--- src/rtl/gsc_window.sv ---
module gsc_window #(
    parameter int unsigned CNT_W   = 8,
    parameter int unsigned MAX_SEP = 16
) (
    input  logic             clk,
    input  logic             rst_n,
    input  logic [CNT_W-1:0] now,
    input  logic             commit,
    output logic             seen,
    output logic [CNT_W-1:0] elapsed
);

    localparam logic [CNT_W-1:0] MAX_L = CNT_W'(MAX_SEP);

    typedef struct packed {
        logic             seen;
        logic [CNT_W-1:0] stamp;
    } win_t;

    win_t win_d, win_q;

    assign elapsed = now - win_q.stamp;
    assign seen    = win_q.seen;

    always_comb begin
        win_d = win_q;
        if (commit) begin
            win_d.seen  = 1'b1;
            win_d.stamp = now;
        end else if (win_q.seen && (elapsed >= MAX_L)) begin
            // The longest gap has passed, so this record can no longer block anything.
            win_d.seen = 1'b0;
        end
    end

    always_ff @(posedge clk) begin
        if (!rst_n) win_q <= '0;
        else        win_q <= win_d;
    end

    generate
        if (MAX_SEP > 1) begin : g_fresh
            assert_stamp_fresh_R8: assert property (@(posedge clk) disable iff (!rst_n)
                commit |=> (seen && elapsed == CNT_W'(1)));
        end
    endgenerate

    assert_age_out_R10: assert property (@(posedge clk) disable iff (!rst_n)
        (seen && !commit && elapsed >= MAX_L) |=> !seen);

endmodule

--- config.mk ---
export PLATFORM = sky130hd
export DESIGN_NAME = gsc_window
export DESIGN_NICKNAME = d
export VERILOG_FILES = /design/src/rtl/gsc_window.sv
export SDC_FILE = /design/constraint.sdc
export NUM_CORES = 1
export LEC_CHECK = 0
export ABC_AREA = 0
export ABC_CLOCK_PERIOD_IN_PS = 1800
export BUFFER_PORTS_ARGS = -buffer_cell sky130_fd_sc_hd__buf_4
export CAP_MARGIN = 20
export CORE_MARGIN = 2
export CORE_UTILIZATION = 40
export DETAILED_ROUTE_END_ITERATION = 6
export PLACE_DENSITY = 0.74
export SLEW_MARGIN = 15
export SYNTH_ARGS = -nofsm -noshare
export SYNTH_HDL_FRONTEND = slang
export SYNTH_SLANG_ARGS = --single-unit
--- constraint.sdc ---
create_clock -name clk -period 1.8 [get_ports clk]
set_input_delay 0.18 -clock clk [delete_from_list [all_inputs] [get_ports clk]]
set_output_delay 0.18 -clock clk [all_outputs]
set_load 0.01 [all_outputs]
==> flow_summary.ini, run 1 <==
[route]
met2_length_um = 999
wl_met3_um = 34
wire_per_inst_um = 13.4
maxUsedRoutingLayer = met4
drt_wl_total_mm = 1.88
via_per_inst = 4.86
drc = 0
drt-met1-wl_um = 819
drtIter0Drc = 6
via_count = 681
drtAntennaViolNets = 0
drtPass1Iterations = 3

[status]
status = finished, violations left
failed_checks = negative setup slack

[place]
place_congestion = 0.757
place_inst = 128
io_buffers = 19
pre_cts_ws_ns = -0.122
dp_hpwl_mm = 1.27
place_area_um2 = 932

[timing]
rsz0062_at_grt = true
finalSetupViolCount = 5
fin_crit_sh_pct = 119
holdWs_ns = 0.194
period_needed_ns = 2.15
hold_viol = 0
tightest_slew_ns = 0.249
fin_skew_ns = 0.00160
fin_ws_ns = -0.350
timing.slew.headroom_pct = 83.3
final-max-slew-violation-count = 0
fmax_mhz = 465

[worst_setup_path]
worstPathRequired_ns = 1.62
crit_fanout = 2
cpPeakStageDelay_ns = 0.49
start_kind = flip-flop
crit_family = simple AND/OR/NAND/NOR gates
path_buf_inv = 1
r2r_slack_ns = -0.13
crit_chain = ha_4 > fa_2 > nor2b_1 > o21ai_1 > a21boi_1 > or4b_1 > nand3_2 > buf_6
slowest_stage = or4b_1
end_kind = output port
reg2reg_depth = 8
path_depth = 8
crit_arrival_ns = 1.97
critPathKind = flip-flop to output port

[cells_and_area]
finalInstanceArea_um2 = 1140
drive_gt1_share_pct = 53.9
n_fill_cell = 152
synthToLayoutAreaGrowth_pct = 56.5
antenna_cells = 0
final_net_count = 135
layout.cells.non_filler = 140

[logic_synthesis]
synth_top_area_share_pct = 24.7
yosysTopAreaCell = dfxtp_1
synth_nets = 100
yosysUniqueCellTypes = 27
synthTopCellsByArea = dfxtp_1, mux2i_1, ha_1
synth.avg_cell_area_um2 = 8.99
postSynthCellCount = 81
synth-seq-cells = 9
synth_area_um2 = 728
seq_area_frac_synth_pct = 24.7
yosys_warnings = 0

[clocking]
cts-root-buf = clkbuf_4
insertion_delay_ns = 0.25
clock_path_buffers = 2
clkSinkCount = 9
h-tree-depth = 1
cts_buffers = 3
cts_tree = yes
clk_pin_slew_ns = 0.06

[worst_hold_path]
worstHoldPathCells = 3
hp-class = input pin to flip-flop

[global_route]
grt_max_degree = 11
antenna_found_initial = 0
grt_util_all_layers_pct = 20.9
grt_pass1_wl_mm = 3.10
grt_overflow_total = 0
grt_pass1_vias = 684

[power_and_ir_drop]
p_clk_share_pct = 19.9
power.switching_mw = 0.240
combPwrFrac_pct = 50.4
intPower_mw = 0.509
pwr-share-seq_pct = 29.6
vdd_ir_drop_max_v = 0.000387
power_density_nw_per_um2 = 658
p_sw_share_pct = 32.1
p_leak_nw = 0.519

[job]
cap_violations = 0

[floorplan]
coreArea_um2 = 1730
die_w_um = 46.7
ios = 20
rows = 15
fp.dieH_um = 46.7
initial_core_util_pct = 42.2
die_area_um2 = 2180
[power groups by stage]
| stage | clock network [mW] | registers, mW | logic (mW) |
|---|---|---|---|
| final | 0.149 | 0.222 | 0.378 |
| after global routing | 0.169 | 0.223 | 0.410 |
| after CTS | 0.158 | 0.221 | 0.354 |
| after detailed placement | 0 | 0.223 | 0.279 |
| after global placement | 0 | 0.222 | 0.271 |
| after floorplan | 0 | 0.222 | 0.170 |
[repair_timing]
action | in CTS | in global routing
pin swaps | 15 | 7
buffers inserted | 7 | 2
gates resized for setup | 24 | 3
endpoints found under the setup margin | 6 | 6
hold buffers | 0 | 0
[state kept, by name, summed over array words and instances (netlist names)]
register  flops
win_q         8
seen          1
[cell usage after synthesis]
master	count
xnor2_2	1
nor2b_1	9
ha_1	7
o211ai_1	1
a311o_1	1
buf_4	1
nor3b_1	1
buf_6	1
xnor2_1	4
a21o_1	2
nor2_1	4
fa_1	1
nand2b_1	3
a21o_2	1
inv_1	11
o41ai_2	1
a21boi_1	1
a21oi_1	2
nand2_1	1
nand3_1	2
dfxtp_1	9
or3_1	1
mux2i_1	9
a31oi_1	2
and2b_2	1
o21ai_0	3
or4b_1	1
[cell usage in the layout (no fill, tap or decap), drive strengths merged]
master	count
and2b	1
clkbuf	4
nor2	4
nand2b	3
o41ai	1
nor3b	1
a21o	3
a21oi	2
nand2	1
buf	32
a21boi	1
nand3	2
a311o	1
o21ai	3
or4b	1
inv	11
dfxtp	9
or3	1
mux2i	9
nor2b	9
o211ai	1
fa	1
xnor2	5
a31oi	2
ha	7
[per-stage QoR]
step	setup TNS [ns]	utilization [%]	power (mW)
2_1_floorplan	0	-	0.392
3_3_place_gp	-0.0718	54.0	0.493
3_5_place_dp	-0.223	54.0	0.502
4_1_cts	-0.814	64.4	0.733
5_1_grt	-1.52	66.0	0.802
6_report	-0.967	66.0	0.750
[path summary, 6_finish.rpt]
kind,from,to
setup reg to reg,win_q[6],seen
hold reg to reg,seen,seen
setup / recovery,win_q[0],elapsed[6]
hold / removal,rst_n,seen
[metal layers]
metal	vias up	GRT usage, %
li1	344	-
met1	326	24.6
met2	7	36.1
met3	4	4.31
met4	0	9.44
met5	-	0
[worst reg2reg max path, cell delays in order, from the launching register on]
cell,delay (ns)
dfxtp_2,0.33
inv_1,0.04
ha_1,0.28
buf_4,0.17
a311o_1,0.36
a31oi_1,0.19
a31oi_2,0.07
buf_4,0.15
o41ai_2,0.25
[layout make-up]
type | instances | area (µm²) | area share, %
Multi-Input combinational cell | 59 | 606 | 53.1
Sequential cell | 9 | 188 | 16.5
Tap cell | 25 | 31.3 | 2.74
Clock buffer | 4 | 26.3 | 2.31
Timing Repair Buffer | 32 | 248 | 21.7
Inverter | 11 | 41.3 | 3.62
[kinds of logic (layout without fill, tap and decap cells)]
| group | Yosys count | after routing | synth area share, % |
|---|---|---|---|
| compound gates | 14 | 14 | 14.1 |
| xor+xnor | 5 | 5 | 7.04 |
| fa+ha+maj | 8 | 8 | 14.8 |
| buf+inv | 13 | 47 | 8.25 |
| flops | 9 | 9 | 24.7 |
| mux | 9 | 9 | 12.4 |
| simple gates | 23 | 23 | 18.7 |
(Power assumes the default switching activity.)
==> inputs of run 2 (changes only) <==
CORE_UTILIZATION = 38   (was 40)
PLACE_DENSITY = 0.71   (was 0.74)
==> run 2 against run 1 <==
  * The flow still finishes with violations (negative setup slack)
  * Sequential share of layout area shrank 0.65 points
  * First-iteration DRC count is the same
  * Utilization rose by 1.7 points
  * Sequential power barely moved
  * Sequential cell count stayed put
  * Clock skew is 0.0017 ns higher
  * Die area grew 4.8%
  * Register-to-register slack better by 0.03 ns
  * Largest cell class unchanged
==> flow_summary.ini, run 2 (same netlist as run 1, synthesis figures left out) <==
[floorplan]
rows = 15
coreArea_um2 = 1760
die_w_um = 47.8
initial_core_util_pct = 41.3
fp.dieH_um = 47.8
die_area_um2 = 2280
ios = 20

[timing]
finalSetupViolCount = 6
fmax_mhz = 482
final-max-slew-violation-count = 0
timing.slew.headroom_pct = 79.6
fin_ws_ns = -0.276
fin_skew_ns = 0.00333
tightest_slew_ns = 0.307
rsz0062_at_grt = true
period_needed_ns = 2.08
fin_crit_sh_pct = 115
hold_viol = 0
holdWs_ns = 0.197

[cells_and_area]
synthToLayoutAreaGrowth_pct = 64.1
finalInstanceArea_um2 = 1190
antenna_cells = 0
mostFrequentLayoutCell = buf_4
final_cell_mix = buf_4, mux2i_1, nor2b_1, inv_1
final_core_util_pct = 67.7
largest_reg_flops = 8
drive_gt1_share_pct = 59.6
largest_register = win_q
final_net_count = 134

[global_route]
grt_max_degree = 11
grt_overflow_total = 0
grt_util_all_layers_pct = 17.5
grt_pass1_wl_mm = 2.79
antenna_found_initial = 0
grt_pass1_vias = 611

[status]
status = finished, violations left
failed_checks = negative setup slack

[route]
drtAntennaViolNets = 0
wire_per_inst_um = 13.6
drtIter0Drc = 6
drt_wl_total_mm = 1.89
drc = 0
via_per_inst = 4.86
via_count = 676
drtPass1Iterations = 4

[clocking]
clkSinkCount = 9
insertion_delay_ns = 0.25
cts_tree = yes
clock_path_buffers = 2
hold_buffers = 0
h-tree-depth = 1
clk_pin_slew_ns = 0.06
cts-root-buf = clkbuf_4
cts_buffers = 3

[power_and_ir_drop]
power_density_nw_per_um2 = 649
p_leak_nw = 0.530
vdd_ir_drop_max_v = 0.000604

[worst_setup_path]
path_buf_inv = 2
critPathKind = flip-flop to output port
slowest_stage = or4b_1
crit_family = simple AND/OR/NAND/NOR gates
end_kind = output port
crit_chain = inv_2 > ha_4 > nor2b_2 > o21ai_2 > a21boi_2 > or4b_1 > nand3_2 > buf_6
start_kind = flip-flop
cpPeakStageDelay_ns = 0.48
crit_arrival_ns = 1.90
worstPathRequired_ns = 1.62
crit_fanout = 3

[place]
place_area_um2 = 932
io_buffers = 19
place_congestion = 0.689
dp_hpwl_mm = 1.24

[job]
cap_violations = 0

[worst_hold_path]
hp-class = input pin to flip-flop
==> run 2: per-layer routing <==
| layer | vias up | track usage (%) | wire length, µm |
|---|---|---|---|
| met3 | 4 | 1.51 | 100 |
| met2 | 18 | 26.1 | 916 |
| li1 | 345 | - | - |
| met1 | 309 | 25.3 | 852 |
| met4 | 0 | 8.11 | 21 |
| met5 | - | 0 | 0 |
==> run 2: repair_timing <==
action,in CTS,in global routing
gates cloned,0,0
buffers inserted,5,3
pin swaps,12,16
endpoints found under the setup margin,6,7
gates resized for setup,25,13
==> run 2: area by class of cell <==
type,count,area (µm²)
multi-input combinational,59,652
fill,133,569
timing repair buffer,31,255
sequential,9,189
inverter,11,41.3
tap,25,31.3
clock buffer,4,26.3
==> run 2: worst reg2reg max path, cell delays in order (launching register included) <==
cell and delay (ns):
dfxtp_2 0.33, inv_2 0.04, ha_4 0.25, a21o_4 0.23
a311o_1 0.35, a31oi_2 0.22, a31oi_4 0.07, buf_6 0.14
o41ai_2 0.19
==> run 2: worst paths after layout <==
| kind | startpoint | to | slack [ns] | cells past startpoint |
|---|---|---|---|---|
| worst min register to register | seen | seen | 0.51 | 2 |
| worst min-delay path | now[5] | win_q[5] | 0.20 | 3 |
| worst max register to register | win_q[4] | seen | -0.10 | 8 |
| worst max-delay path | win_q[2] | elapsed[6] | -0.28 | 8 |
==> run 2: through the flow <==
step / worst slack, ns / std cells / total power, mW / TNS, ns
after floorplan: 0.0347 / 81 / 0.392 / 0
after global placement: -0.0601 / 128 / 0.494 / -0.0929
after detailed placement: -0.131 / 128 / 0.503 / -0.311
after CTS: -0.393 / 137 / 0.735 / -1.21
after global routing: -0.328 / 139 / 0.822 / -1.38
final: -0.276 / 139 / 0.776 / -0.976
==> run 2: where the power goes <==
group	leakage, nW	internal (mW)	total (mW)	switching (mW)
logic	0.438	0.223	0.400	0.178
clock network	0.0150	0.0854	0.155	0.0696
registers	0.0765	0.212	0.221	0.00879
total	0.530	0.520	0.776	0.256
==> inputs of run 3 (changes only) <==
PLACE_DENSITY = unset   (was 0.71)
PLACE_DENSITY_LB_ADDON = 0.12   (was unset)
SKIP_CTS_REPAIR_TIMING = 1   (was unset)
==> run 3 against run 2 <==
  * The run still ends with negative setup slack left
  * Via count shrank 3.1%
  * Design area shrank 4.1%
  * Total power shrank 3.1%
  * Critical path depth is the same
  * Combinational power shrank 7.0%
  * Clock skew shrank 0.0030 ns
  * Largest cell class unchanged
==> flow_summary.ini, run 3 (same netlist as run 1, synthesis figures left out) <==
[place]
place_congestion = 0.820
pre_cts_ws_ns = -0.103
dp_hpwl_mm = 1.11
place_inst = 129
io_buffers = 19

[cells_and_area]
layout.cells.non_filler = 136
final_cell_mix = buf_4, nor2b_1, mux2i_1, inv_1, ha_4
synthToLayoutAreaGrowth_pct = 57.4
largest_reg_flops = 8
mostFrequentLayoutCell = buf_4
final_net_count = 131
largest_register = win_q
drive_gt1_share_pct = 55.0
antenna_cells = 0

[route]
via_per_inst = 4.82
wire_per_inst_um = 13.1
drtAntennaViolNets = 0
drt_wl_total_mm = 1.78
drtPass1Iterations = 1
via_count = 655
drc = 0
drtIter0Drc = 0

[worst_setup_path]
worstPathRequired_ns = 1.62
crit_fanout = 2
critPathKind = flip-flop to output port
start_kind = flip-flop
end_kind = output port
crit_arrival_ns = 1.94

[clocking]
h-tree-depth = 1
clk_pin_slew_ns = 0.06
cts_tree = yes
cts-root-buf = clkbuf_4
cts_buffers = 3
clkSinkCount = 9
insertion_delay_ns = 0.26
clock_path_buffers = 2

[global_route]
antenna_found_initial = 0
grt_pass1_vias = 522
grt_pass1_wl_mm = 2.24
grt_overflow_total = 0
grt_max_degree = 11
grt_util_all_layers_pct = 13.8

[worst_hold_path]
hp-class = input pin to flip-flop

[timing]
rsz0062_at_grt = true
period_needed_ns = 2.12
finalSetupTns_ns = -1.03
final-max-slew-violation-count = 0
tightest_slew_ns = 0.358
fmax_mhz = 472
finalSetupViolCount = 5
timing.slew.headroom_pct = 76.1
fin_skew_ns = 0.000299
hold_viol = 0
fin_crit_sh_pct = 118
fin_ws_ns = -0.320

[status]
status = finished, violations left
failed_checks = negative setup slack

[floorplan]
initial_core_util_pct = 41.3
ios = 20
die_area_um2 = 2280
rows = 15
fp.dieH_um = 47.8
coreArea_um2 = 1760
die_w_um = 47.8

[power_and_ir_drop]
combPwrFrac_pct = 49.4
power_density_nw_per_um2 = 656
p_clk_share_pct = 21.2
vdd_ir_drop_max_v = 0.000445
power.switching_mw = 0.247
p_sw_share_pct = 32.8
intPower_mw = 0.505
pwr-share-seq_pct = 29.4
p_leak_nw = 0.507

[job]
cap_violations = 0
[run 3: changes by cell type in the layout (fill, tap and decap cells not counted), sizes merged]
cell and change:
buf -3
[run 3: per-stage QoR]
stage | area, µm² | total power, mW | util, % | hold slack [ns]
final | 1150 | 0.752 | 65.0 | 0.204
after global routing | 1150 | 0.800 | 65.0 | 0.223
after CTS | 966 | 0.663 | 54.8 | 0.189
after detailed placement | 940 | 0.500 | 53.3 | 0.458
after global placement | 940 | 0.499 | 53.3 | 0.457
after floorplan | 739 | 0.392 | - | 0.294
[run 3: final cells by class]
cell class	count	area (µm²)
multi-input cells	59	632
fillers	178	618
repair buffers	28	229
flip-flops and latches	9	186
inverters	11	41.3
well taps	25	31.3
clock buffers	4	26.3
[run 3: final timing paths]
kind	slack, ns	from	end	cells after the start
setup / recovery	-0.32	win_q[0]	elapsed[6]	8
setup reg to reg	-0.18	win_q[0]	seen	9
hold reg to reg	0.51	win_q[6]	win_q[6]	2
hold / removal	0.20	now[5]	win_q[5]	3
[run 3: worst max-delay path, stage by stage (launching register included)]
cell and delay (ns):
dfxtp_2 0.36, ha_4 0.13, fa_2 0.19, nor2b_1 0.05, o21ai_1 0.17, a21boi_1 0.10, or4b_1 0.49, nand3_2 0.09
buf_6 0.10
[run 3: power groups by stage]
stage / Clock [mW] / Sequential, mW / Combinational, mW
2_1_floorplan: 0 / 0.222 / 0.170
3_3_place_gp: 0 / 0.222 / 0.276
3_5_place_dp: 0 / 0.223 / 0.277
4_1_cts: 0.166 / 0.218 / 0.279
5_1_grt: 0.173 / 0.222 / 0.404
6_report: 0.159 / 0.221 / 0.372
[run 3: per-layer routing]
layer  track usage (%)  share of wire (%)  vias to the layer above  wire, µm
li1                  -                  -                      336         -
met1              22.5                 44                      308       785
met2              18.4                 53                       11       945
met3              1.13                2.5                        0        44
met4              4.86                  0                        0         0
met5                 0                  0                        -         0
